File: src/rtl/qrw_pkg.sv
package qrw_pkg;
  localparam logic [1:0] MODE_SEQ   = 2'd0;
  localparam logic [1:0] MODE_SYNC  = 2'd1;
  localparam logic [1:0] MODE_STAMP = 2'd2;
  localparam logic [1:0] MODE_NONE  = 2'd3;

  typedef struct packed {
    logic       snap;  // latch address, sequence and timestamp for a new report
    logic       wide;  // current report is the 16-byte record
    logic [1:0] beat;  // index of the beat on the port
  } qrw_strobe_t;
endpackage

File: src/rtl/qrw_datapath.sv
module qrw_datapath
  import qrw_pkg::*;
#(
  parameter int                     METHOD_W = 12,
  parameter logic [METHOD_W-1:0]    BASE     = 12'h100,
  parameter int                     DATA_W   = 32
) (
  input  logic                  clk,
  input  logic                  rst,
  input  logic                  cmdValid,
  input  logic [METHOD_W-1:0]   cmdAddr,
  input  logic [DATA_W-1:0]     cmdData,
  input  qrw_strobe_t           strb,
  output logic                  trigPulse,
  output logic [1:0]            trigMode,
  output logic [2*DATA_W-1:0]   memAddr,
  output logic [DATA_W-1:0]     memData
);
  localparam int ADDR_W = 2 * DATA_W;
  localparam int TS_W   = 2 * DATA_W;
  localparam logic [METHOD_W-1:0] M_ADDR_HI = BASE;
  localparam logic [METHOD_W-1:0] M_ADDR_LO = BASE + METHOD_W'(1);
  localparam logic [METHOD_W-1:0] M_SEQ     = BASE + METHOD_W'(2);
  localparam logic [METHOD_W-1:0] M_CTRL    = BASE + METHOD_W'(3);
  localparam logic [TS_W-1:0]     REPORT_COUNT = TS_W'(1);

  logic [DATA_W-1:0] addrHi, addrLo, seqReg, snapSeq;
  logic [1:0]        modeReg;
  logic [TS_W-1:0]   timer, snapTs;
  logic [ADDR_W-1:0] snapAddr;

  always_ff @(posedge clk) begin
    if (rst) begin
      addrHi    <= '0;
      addrLo    <= '0;
      seqReg    <= '0;
      modeReg   <= MODE_SEQ;
      trigPulse <= 1'b0;
      timer     <= '0;
    end else begin
      timer     <= timer + TS_W'(1);
      trigPulse <= cmdValid && (cmdAddr == M_CTRL);
      if (cmdValid) begin
        case (cmdAddr)
          M_ADDR_HI: addrHi  <= cmdData;
          M_ADDR_LO: addrLo  <= cmdData;
          M_SEQ:     seqReg  <= cmdData;
          M_CTRL:    modeReg <= cmdData[1:0];
          default: ;
        endcase
      end
    end
  end

  always_ff @(posedge clk) begin
    if (rst) begin
      snapAddr <= '0;
      snapSeq  <= '0;
      snapTs   <= '0;
    end else if (strb.snap) begin
      snapAddr <= {addrHi, addrLo};
      snapSeq  <= seqReg;
      snapTs   <= timer;
    end
  end

  assign trigMode = modeReg;
  assign memAddr  = snapAddr + {{(ADDR_W-4){1'b0}}, strb.beat, 2'b00};

  always_comb begin
    if (!strb.wide) begin
      memData = snapSeq;
    end else begin
      case (strb.beat)
        2'd0:    memData = REPORT_COUNT[DATA_W-1:0];
        2'd1:    memData = REPORT_COUNT[TS_W-1:DATA_W];
        2'd2:    memData = snapTs[DATA_W-1:0];
        default: memData = snapTs[TS_W-1:DATA_W];
      endcase
    end
  end

  // the timer only ever advances by one per edge
  a_r6_timer_step: assert property (@(posedge clk) disable iff (rst)
    !$past(rst) |-> timer == $past(timer) + TS_W'(1));
endmodule

File: src/rtl/qrw_ctrl.sv
module qrw_ctrl
  import qrw_pkg::*;
(
  input  logic        clk,
  input  logic        rst,
  input  logic        trigPulse,
  input  logic [1:0]  trigMode,
  input  logic        memReady,
  output logic        memValid,
  output qrw_strobe_t strb
);
  logic       busy, wide, pendValid;
  logic [1:0] beat, pendMode, startMode;
  logic       startReq, lastBeat, startActive;

  assign startReq    = !busy && (pendValid || trigPulse);
  assign startMode   = pendValid ? pendMode : trigMode;
  assign startActive = (startMode == MODE_SEQ) || (startMode == MODE_STAMP);
  assign lastBeat    = wide ? (beat == 2'd3) : 1'b1;

  always_ff @(posedge clk) begin
    if (rst) begin
      busy      <= 1'b0;
      wide      <= 1'b0;
      beat      <= 2'd0;
      pendValid <= 1'b0;
      pendMode  <= MODE_SEQ;
    end else if (!busy) begin
      if (startReq) begin
        busy <= startActive;
        wide <= (startMode == MODE_STAMP);
        beat <= 2'd0;
      end
      if (pendValid) begin
        pendValid <= trigPulse;
        pendMode  <= trigMode;
      end
    end else begin
      if (trigPulse) begin
        pendValid <= 1'b1;
        pendMode  <= trigMode;
      end
      if (memReady) begin
        if (lastBeat) busy <= 1'b0;
        else          beat <= beat + 2'd1;
      end
    end
  end

  assign memValid  = busy;
  assign strb.snap = startReq;
  assign strb.wide = wide;
  assign strb.beat = beat;

  // modes 1 and 3 leave the port idle
  a_r7_nop_quiet: assert property (@(posedge clk) disable iff (rst)
    trigPulse && !busy && !pendValid && trigMode[0] |=> !busy);
  // a trigger during a report is parked
  a_r9_pend_kept: assert property (@(posedge clk) disable iff (rst)
    trigPulse && busy |=> pendValid);
  // a sequence report never leaves beat 0
  a_r4_single_beat: assert property (@(posedge clk) disable iff (rst)
    busy && !wide |-> beat == 2'd0);
  // record beats advance one at a time on acceptance
  a_r5_beat_step: assert property (@(posedge clk) disable iff (rst)
    busy && memReady && !lastBeat |=> busy && beat == $past(beat) + 2'd1);
endmodule

File: src/rtl/qrw_top.sv
module qrw_top
  import qrw_pkg::*;
#(
  parameter int                  METHOD_W = 12,
  parameter logic [METHOD_W-1:0] BASE     = 12'h100,
  parameter int                  DATA_W   = 32
) (
  input  logic                clk,
  input  logic                rst,
  input  logic                cmdValid,
  input  logic [METHOD_W-1:0] cmdAddr,
  input  logic [DATA_W-1:0]   cmdData,
  output logic                memValid,
  output logic [2*DATA_W-1:0] memAddr,
  output logic [DATA_W-1:0]   memData,
  input  logic                memReady
);
  qrw_strobe_t strb;
  logic        trigPulse;
  logic [1:0]  trigMode;

  qrw_datapath #(.METHOD_W(METHOD_W), .BASE(BASE), .DATA_W(DATA_W)) uData (
    .clk(clk), .rst(rst), .cmdValid(cmdValid), .cmdAddr(cmdAddr), .cmdData(cmdData),
    .strb(strb), .trigPulse(trigPulse), .trigMode(trigMode),
    .memAddr(memAddr), .memData(memData)
  );

  qrw_ctrl uCtrl (
    .clk(clk), .rst(rst), .trigPulse(trigPulse), .trigMode(trigMode),
    .memReady(memReady), .memValid(memValid), .strb(strb)
  );

  // an offered beat is held until accepted
  a_r8_beat_hold: assert property (@(posedge clk) disable iff (rst)
    memValid && !memReady |=> memValid && $stable(memAddr) && $stable(memData));
  // nothing is offered in the cycle right after reset
  a_r1_reset_idle: assert property (@(posedge clk)
    $past(rst) |-> !memValid);
endmodule

File: config.mk
export PLATFORM = sky130hd
export DESIGN_NAME = qrw_top
export DESIGN_NICKNAME = d
export VERILOG_FILES = /design/src/rtl/qrw_pkg.sv /design/src/rtl/qrw_datapath.sv /design/src/rtl/qrw_ctrl.sv /design/src/rtl/qrw_top.sv
export SDC_FILE = /design/constraint.sdc
export NUM_CORES = 1
export LEC_CHECK = 0
export BUFFER_PORTS_ARGS = -buffer_cell sky130_fd_sc_hd__buf_4
export CORE_MARGIN = 1
export CORE_UTILIZATION = 55
export DETAILED_ROUTE_END_ITERATION = 8
export PLACE_DENSITY_LB_ADDON = 0.08
export SYNTH_ARGS = -nofsm -noshare
export SYNTH_HDL_FRONTEND = slang
export SYNTH_SLANG_ARGS = --single-unit
export TNS_END_PERCENT = 50
File: constraint.sdc
create_clock -name clk -period 2.75 [get_ports clk]
set_input_delay 0.1375 -clock clk [delete_from_list [all_inputs] [get_ports clk]]
set_output_delay 0.1375 -clock clk [all_outputs]
set_load 0.02 [all_outputs]
Word-level counts from Yosys, hierarchy flattened
Index checks and enable logic that the tools add are counted.
- add/subtract/negate cells: 3
- equal/unequal tests: 11
- mux-type cells: 18
- bitwise operators: 1
- reduce and logical (&&, ||, !) cells: 16
- operators with widths (kind ; number):
    case mux 32 bit (3 select lines) ; 1
    adder 64 x 1 -> 64 bit (second input constant) ; 1
    adder 64 x 4 -> 64 bit ; 1
    == test 12 x 9 -> 1 bit (second input constant) ; 4
    two-way mux 32 bit ; 1
    two-way mux 2 bit ; 8
    AND reduction 2 bit ; 6
    two-way mux 1 bit ; 8
    == test 2 bit (second input constant) ; 3
    inequality test 2 bit (second input constant) ; 3
    logical NOT 2 bit ; 2
    nonzero test 2 bit ; 2
    AND reduction 3 bit ; 1
    adder 2 x 1 -> 2 bit (second input constant) ; 1
    == test 2 x 1 -> 1 bit (second input constant) ; 1
    logical AND 1 bit ; 2
    logical OR 1 bit ; 2
    logical NOT 1 bit ; 1
    inverter 1 bit ; 1
- register bits after elaboration: 330
- bits of input ports: 48
- output and inout bits: 97
- word-level logic and storage cells: 63

Logic depth before layout (Yosys ltp)
Gate-level depths: netlist of run 1.
- word-level depth: 5
- mapped depth: 9

Hierarchy
From an unflattened synthesis of run 1, not the netlist that was laid out.
- cell total of the unflattened synthesis: 1599
- area, all modules: 14482.6 µm²
- by module, submodules not included (module ; times used ; cells each ; area each (µm²)):
    qrw_datapath ; 1 ; 1559 ; 14117.3
    qrw_ctrl ; 1 ; 40 ; 365.4

Worst setup path before layout of run 1
OpenSTA, ideal clock, no wires.
- path kind: register to output
- start: register uCtrl.beat[0]
- end: output port memAddr[54]
- data arrival time: 2.533 ns
- required time: 2.612 ns
- path slack: 0.080 ns
- stages on the path, launching flop included: 10
- path buffers: 2
- cells stage by stage: dfxtp_1 ha_1 inv_1 fa_1 nand2b_1 or4_1 buf_2 buf_4 nor3_2 xor2_1
- cells in the longest elaborated chain, start to end: 1
- RTL lines (item ; RTL line ; RTL):
    start, declared ; qrw_ctrl.sv:13 ; logic [1:0] beat, pendMode, startMode;
    start signal, assigned ; qrw_ctrl.sv:45 ; else beat <= beat + 2'd1;
    adder 64 x 4 -> 64 bit ; qrw_datapath.sv:68 ; assign memAddr = snapAddr + {{(ADDR_W-4){1'b0}}, strb.beat, 2'b00};
    end, declared ; qrw_top.sv:14 ; output logic [2*DATA_W-1:0] memAddr,
No other way between the ends.

Worst setup path in the final report of run 1
- start: register uData.snapAddr[2]
- end: output port memAddr[58]
- cells in the longest elaborated chain, start to end: 1
- RTL lines (item ; RTL line ; RTL):
    start, declared ; qrw_datapath.sv:30 ; logic [ADDR_W-1:0] snapAddr;
    start signal, assigned ; qrw_datapath.sv:61 ; snapAddr <= {addrHi, addrLo};
    adder 64 x 4 -> 64 bit ; qrw_datapath.sv:68 ;
No other way between the ends.

==> implementation parameters, run 1 <==
Parameter                              Value

Clocking
  Depth of the CTS H-tree ... 2
  Inserted Clock Buffers ... 35
  Clock net sink count ... 330
  Clock transition at path regs ... 60 ps
  Clock tree from TritonCTS ... yes
  Cell at the root of the clock tree ... clkbuf_16
  CTS Buffer Depth ... 3
  Skew-Pair Late Insertion Delay ... 510 ps

Layout
  Most frequent standard cell in the layout excluding fill and tap cells ... nand2_1
  Total inserted antenna cells ... 0
  Area grow syn2layout ... 24.1%
  Most used cells in the layout excluding fill and tap cells ... nand2_1, a21oi_1, dfxtp_1
  Core Util, Final ... 0.697
  Share of post-route cells with drive strength above 1 ... 0.156
  Final layout net count ... 2097
  Final design area excluding fillers ... between 15000 and 20000 µm²

Timing
  Worst slack on hold paths ... 43.0 ps
  Tightest Pin Transition ... 793 ps
  Final count of pins violating max slew ... 0
  Post-layout minimum cycle time ... 3080 ps
  Smallest setup slack after layout ... -329 ps
  Setup skew after layout ... 10.6 ps
  Slew headroom ... 0.471
  Hold Vio Cnt, Final ... 0
  Setup repair after global routing missed its margin ... yes
  Maximum clock frequency ... 0.325 GHz
  Period utilization ... 1.12
  Count of endpoints failing setup in the final report ... 31

Detailed routing
  Vias/cell ... roughly 5.6
  Total detailed-routing wirelength ... 39100 µm
  Number of detailed-route iterations in the first pass ... 5
  Post-DR wirelength/cell ... 16.3 µm
  Detailed router's first-iteration violation count ... around 1200
  Total vias in the final route ... 13494
  Number of nets still failing antenna checks after routing ... 0
  # DRC ... 0

Worst setup path
  CP arrival ... 2940 ps
  Worst endpoint required time ... 2610 ps
  Setup crit end kind ... output pin
  Category of the critical setup timing path ... flip-flop to output pin
  Worst r2r src ... uData.timer[16]
  Critical register-to-register path endpoint ... uData.timer[39]
  CP peak stage delay ... just under 600 ps
  Reg2reg setup slack ... 430 ps
  Ordered cell list for the critical path ... ha_4 > inv_2 > fa_2 > nand2b_4 > or4_4 > buf_12 > nor4_4 > xor2_1 > buf_4
  CP max-delay cell ... or4_4
  Type of origin of the critical path ... flip-flop
  Crit path max fanout ... 8
  R2r worst-path depth ... 5

Yosys
  Count of distinct cell types in the synthesized netlist ... 45
  Number of synthesized register bits ... 330
  Register area share after synthesis ... 0.467
  Synthesized Nets ... roughly 2000
  Cells after synthesis ... ~1900
  Number of synthesized flops with an enable pin ... 0
  Avg Inst Size Synth ... 7.44 µm²
  Commonest register cell after synthesis ... dfxtp_1
  Number of synthesis warnings ... 0
  Syn Std Cell Area ... 14100 µm²
  Proportion of register bits with asynchronous set or reset after synthesis ... 0

Placed design
  Final weighted congestion in routability-driven placement ... 0.895
  HPWL after detailed placement ... 25200 µm
  DP Worst Slack ... -3.85 ps
  Number of buffers inserted by port buffering ... roughly 140
  Area of placed instances ... 15500 µm²

Die
  IO Pins ... about 150
  Standard-cell rows ... slightly below 60
  Die height ... 162 µm
  Placeable Area ... 25200 µm²
  Die W ... 162 µm
  Starting Density ... 0.562
  Floorplan die area ... 26400 µm²

Power and ir drop
  Clock share of power ... 0.482
  Power share of the combinational group ... 0.024
  Pleak ... 6.43 nW
  Net switching component of the power ... 0.00203 W
  Sequential fraction of design power ... 0.493
  Power per standard cell area ... about 550 nW/µm²
  Largest vdd supply drop ... 0.451 mV
  Internal power ... between 0.007 and 0.008 W
  Switching Share ... 0.209

GRT
  Global-route wire length before repair ... 62500 µm
  Remaining global-route overflow ... 0
  Overall routing resource usage ... 0.292
  Maximum number of pins on one net before global-route repair ... 88
  Number of global-route vias before repair ... 12508
  Number of antenna violations at the first check in global routing ... 0

Status
  Outcome ... complete, but fails checks
  Failing checks ... negative setup slack

Worst hold path
  Hold-critical path depth ... 2
  Hold Path Origin ... rst
  Worst Hold Endpoint ... uData.seqReg[4]
  Hold/Removal Path Class ... primary input to flip-flop

Flow run
  Max_cap viols ... 0
power groups by stage:
stage	logic (W)	clock network [W]	registers, W
2_1_floorplan	0.0000763	0	0.00489
3_3_place_gp	0.000193	0	0.00490
3_5_place_dp	0.000191	0	0.00490
4_1_cts	0.000231	0.00473	0.00479
5_1_grt	0.000247	0.00494	0.00479
6_report	0.000237	0.00469	0.00479
cells by family after synthesis:
family	count (synthesis)	share of synthesized area
buffers and inverters	150	0.0425
AND/OR/NAND/NOR	925	0.282
adder cells (fa/ha/maj)	7	0.00672
AO/OA/AOI/OAI	393	0.141
multiplexers	7	0.00504
XOR/XNOR	90	0.0557
flip-flops	330	0.467
metrics by stage:
| step | std cells | total power [W] | setup TNS (ps) |
|---|---|---|---|
| after global routing | 2397 | 0.00997 | -6960 |
| final | 2397 | 0.00971 | -4750 |
| after floorplan | 1902 | 0.00497 | 0 |
| after detailed placement | 2288 | 0.00509 | -3.85 |
| after CTS | 2397 | 0.00975 | -5110 |
| after global placement | 2288 | 0.00509 | 0 |
cell usage after synthesis, drive strengths merged, types with 3 or more instances:
cell    count  share of area
nand4      36          0.017
o31ai       8         0.0042
inv        24         0.0064
nand2b      3         0.0013
buf        27         0.0099
nor3       26         0.0099
or3        26          0.012
nor2      130          0.034
nand2     592           0.16
ha          6         0.0053
or4        11         0.0058
xor2       49          0.030
and2        4         0.0018
and3       13         0.0057
nor2b       3         0.0013
dfxtp     330           0.47
or2         3         0.0013
clkbuf     99          0.026
xnor2      41          0.025
nand3      50          0.018
and4        5         0.0034
nor4       13         0.0073
mux2i       6         0.0042
nor4b       3         0.0019
o21ai      28         0.0099
a21oi     355           0.13
sequential cells by signal (all words and copies together), names as in the netlist:
register,count
uData.snapTs,64
uData.snapAddr,64
uData.addrLo,32
uData.trigPulse,1
uCtrl.pendMode,2
uCtrl.memValid,1
uData.snapSeq,32
uData.addrHi,32
uCtrl.beat,2
uCtrl.pendValid,1
uCtrl.wide,1
uData.trigMode,2
uData.timer,64
uData.seqReg,32
layout make-up:
type,count,area [µm²]
Fill cell,2088,7620
Clock inverter,4,20.0
Inverter,24,90.1
Clock buffer,58,1130
Timing Repair Buffer,229,1940
Multi-Input combinational cell,1422,7350
Sequential cell,330,6620
Tap cell,330,413
metal layers:
layer,share of wire,GRT usage,wire length [µm]
met5,0,0,0
met4,0.030,0.103,1190
met3,0.060,0.0463,2330
met2,0.47,0.473,18300
met1,0.44,0.394,17400
worst max-delay path by stage:
stage | start | endpoint | slack (ps)
2_1_floorplan | uCtrl.beat[0] | memAddr[54] | 80
3_3_place_gp | uCtrl.beat[0] | memAddr[58] | 60
3_5_place_dp | uCtrl.beat[0] | memAddr[58] | -4
4_1_cts | uData.snapAddr[2] | memAddr[42] | -280
5_1_grt | uData.snapAddr[2] | memAddr[58] | -400
6_report | uData.snapAddr[2] | memAddr[58] | -330
worst max-delay path: cells and delay by family (launching register included):
| kind | cells | cell delay (ps) |
|---|---|---|
| XOR/XNOR | 1 | 230 |
| adder cells (fa/ha/maj) | 2 | 500 |
| buffers and inverters | 3 | 410 |
| flip-flops | 1 | 350 |
| AND/OR/NAND/NOR | 3 | 920 |
repair_timing:
| item | in CTS | in global routing |
|---|---|---|
| endpoints found under the setup margin | 36 | 39 |
| gates cloned | 1 | 0 |
| buffers inserted | 11 | 1 |
| pin swaps | 30 | 14 |
| endpoints found under the hold margin | 101 | 0 |
| resized for setup | 64 | 29 |
| hold buffers | 35 | 0 |
(Power assumes the default switching activity.)
==> run 2: changes to the inputs <==
--- a/config.mk
+++ b/config.mk
@@ -10,6 +10,7 @@
 export CORE_UTILIZATION = 55
 export DETAILED_ROUTE_END_ITERATION = 8
 export PLACE_DENSITY_LB_ADDON = 0.08
+export SKIP_CTS_REPAIR_TIMING = 1
 export SYNTH_ARGS = -nofsm -noshare
 export SYNTH_HDL_FRONTEND = slang
 export SYNTH_SLANG_ARGS = --single-unit
==> implementation parameters, run 2 (synthesis results as in run 1) <==
Parameter                              Value

Timing
  Maximum clock frequency ... 0.325 GHz (+0.21%)
  Setup skew after layout ... 12.5 ps (+1.86 ps)
  Setup repair after global routing missed its margin ... yes
  Hold Vio Cnt, Final ... 0 (unchanged)
  Tightest Pin Transition ... 798 ps (+4.52 ps)
  Setup TNS ... -5480 ps (-725 ps)
  Final count of pins violating max slew ... 0 (unchanged)
  Smallest setup slack after layout ... -323 ps (+6.53 ps)
  Slew headroom ... 0.468 (-0.00302)
  Period utilization ... 1.12 (-0.00237)
  Count of endpoints failing setup in the final report ... 32 (+3.2%)
  Post-layout minimum cycle time ... 3070 ps (-6.53 ps)

GRT
  Overall routing resource usage ... 0.277 (-0.0151)
  Layer carrying the most global-route usage ... met2
  Number of global-route vias before repair ... 11954 (-4.4%)
  Met1 Use GR ... 0.382 (-0.0117)
  Remaining global-route overflow ... 0 (unchanged)
  Maximum number of pins on one net before global-route repair ... 88 (unchanged)
  Met2 usage in global routing ... 0.440 (-0.0334)
  Met3 usage in global routing ... 0.0413 (-0.00509)
  Global-route wire length before repair ... 59500 µm (-4.9%)
  Number of antenna violations at the first check in global routing ... 0 (unchanged)

Clocking
  Clock net sink count ... 330 (unchanged)
  Clock tree from TritonCTS ... yes
  Skew-Pair Late Insertion Delay ... 510 ps (about the same)
  Clock transition at path regs ... 60 ps (about the same)
  Cell at the root of the clock tree ... clkbuf_16
  Inserted Clock Buffers ... 35 (unchanged)
  Depth of the CTS H-tree ... 2 (unchanged)
  CTS Buffer Depth ... 3 (unchanged)

Detailed routing
  Post-DR wirelength/cell ... 16.2 µm (-0.79%)
  Total vias in the final route ... 13400 (-0.70%)
  Vias/cell ... 5.61 (-0.36%)
  Number of detailed-route iterations in the first pass ... 5 (unchanged)
  Detailed router's first-iteration violation count ... 1116 (-5.6%)
  Total detailed-routing wirelength ... 38700 µm (-1.1%)
  # DRC ... 0 (unchanged)
  Number of nets still failing antenna checks after routing ... 0 (unchanged)

Power and ir drop
  Switching Share ... 0.209 (about the same)
  Pleak ... 6.30 nW (-2.1%)
  Internal power ... 0.00768 W (about the same)
  Clock share of power ... 0.483 (about the same)
  Largest vdd supply drop ... 0.451 mV (-0.11%)
  Overall Power ... 0.00972 W (about the same)
  Power per standard cell area ... 558 nW/µm² (+0.87%)
  Sequential fraction of design power ... 0.493 (about the same)
  Net switching component of the power ... 0.00203 W (about the same)
  Power share of the combinational group ... 0.024 (about the same)

Layout
  Fill cell count ... 2127 (+1.9%)
  Most used cells in the layout excluding fill and tap cells ... nand2_1, a21oi_1, dfxtp_1
  Total inserted antenna cells ... 0 (unchanged)
  Number of non-filler instances in the completed layout ... 2389 (-0.33%)
  Registers with the most flip-flops ... uData.snapAddr: 64 flops, uData.snapTs: 64 flops, uData.timer: 64 flops
  Most frequent standard cell in the layout excluding fill and tap cells ... nand2_1
  Final layout net count ... 2089 (-0.38%)
  Share of post-route cells with drive strength above 1 ... 0.147 (-0.00911)
  Area grow syn2layout ... 23.1%

Worst setup path
  Worst r2r src ... uData.timer[0]
  Reg2reg setup slack ... 430 ps (about the same)
  Type of origin of the critical path ... flip-flop
  Origin of the worst setup path ... uCtrl.beat[0]
  Setup crit end kind ... output pin
  Category of the critical setup timing path ... flip-flop to output pin
  Crit path max fanout ... 4 (-4)
  CP arrival ... 2940 ps (about the same)
  Critical register-to-register path endpoint ... uData.timer[40]
  R2r worst-path depth ... 8 (+3)
  Worst endpoint required time ... 2610 ps (about the same)

Placed design
  HPWL after detailed placement ... 25200 µm (unchanged)
  Final weighted congestion in routability-driven placement ... 0.895 (unchanged)
  Placed cell count ... 2288 (unchanged)
  DP Worst Slack ... -3.85 ps (unchanged)
  Number of buffers inserted by port buffering ... 144 (unchanged)

Worst hold path
  Hold Path Origin ... rst
  Hold/Removal Path Class ... primary input to flip-flop
  Worst Hold Endpoint ... uData.seqReg[4]
  Hold-critical path depth ... 2 (unchanged)

Die
  Die height ... 162 µm (unchanged)
  Standard-cell rows ... 58 (unchanged)
  Placeable Area ... 25200 µm² (unchanged)
  Floorplan die area ... 26400 µm² (unchanged)
  IO Pins ... 145 (unchanged)
  Starting Density ... 0.562 (unchanged)
  Die W ... 162 µm (unchanged)

Flow run
  Max_cap viols ... 0 (unchanged)

Status
  Outcome ... complete, but fails checks
  Failing checks ... negative setup slack
run 2: cell count changes in the layout (fill, tap and decap cells not counted), moves of 2 or more:
| cell | delta |
|---|---|
| nor3_4 | -7 |
| buf_6 | -5 |
| buf_4 | -5 |
| xnor2_2 | -3 |
| nor3_1 | +3 |
| nor4_2 | -2 |
| xnor2_1 | +3 |
| clkbuf_16 | +2 |
| nor4_4 | +2 |
| nor3_2 | +4 |
| and3_2 | -2 |
| and3_1 | +2 |
run 2: power by group through the flow:
| stage | clock network (W) | logic (W) | registers (W) |
|---|---|---|---|
| finish | 0.00469 | 0.000236 | 0.00479 |
| global route | 0.00493 | 0.000246 | 0.00479 |
| CTS | 0.00473 | 0.000192 | 0.00479 |
| detailed placement | 0 | 0.000191 | 0.00490 |
| global placement | 0 | 0.000193 | 0.00490 |
| floorplan | 0 | 0.0000763 | 0.00489 |
run 2: area by class of cell:
cell class                      instances  area [µm²]  share of cell area
Clock buffer                           58        1130              0.0652
Clock inverter                          4        20.0             0.00115
Inverter                               24        90.1             0.00517
Multi-Input combinational cell       1422        7250               0.417
Sequential cell                       330        6620               0.380
Tap cell                              330         413              0.0237
Timing Repair Buffer                  221        1880               0.108
run 2: critical path: stages (launching register included):
cell	delay, ps
dfxtp_2	350
ha_4	140
inv_2	40
fa_2	360
nand2b_4	170
or4_4	590
clkbuf_16	210
nor3_2	200
xnor2_1	170
buf_4	190
run 2: how the worst max path moves through the flow:
stage               cells past startpoint  slack [ps]     endpoint
CTS                                     9        -550  memAddr[58]
finish                                  9        -320  memAddr[62]
global placement                        9          60  memAddr[58]
floorplan                               9          80  memAddr[54]
global route                            9        -430  memAddr[56]
detailed placement                      9          -4  memAddr[58]
run 2: routing by layer:
metal,vias to the layer above,share of wire
met5,-,0
met4,0,0.031
met3,90,0.057
met2,376,0.47
met1,6354,0.45
li1,6580,-
run 2: stage by stage:
step / utilization / instance area (µm²) / hold WS [ps]
3_3_place_gp: 0.616 / 15500 / 427
2_1_floorplan: - / 14100 / 263
6_report: 0.691 / 17400 / 50.2
3_5_place_dp: 0.616 / 15500 / 427
5_1_grt: 0.691 / 17400 / 85.2
4_1_cts: 0.662 / 16700 / -115
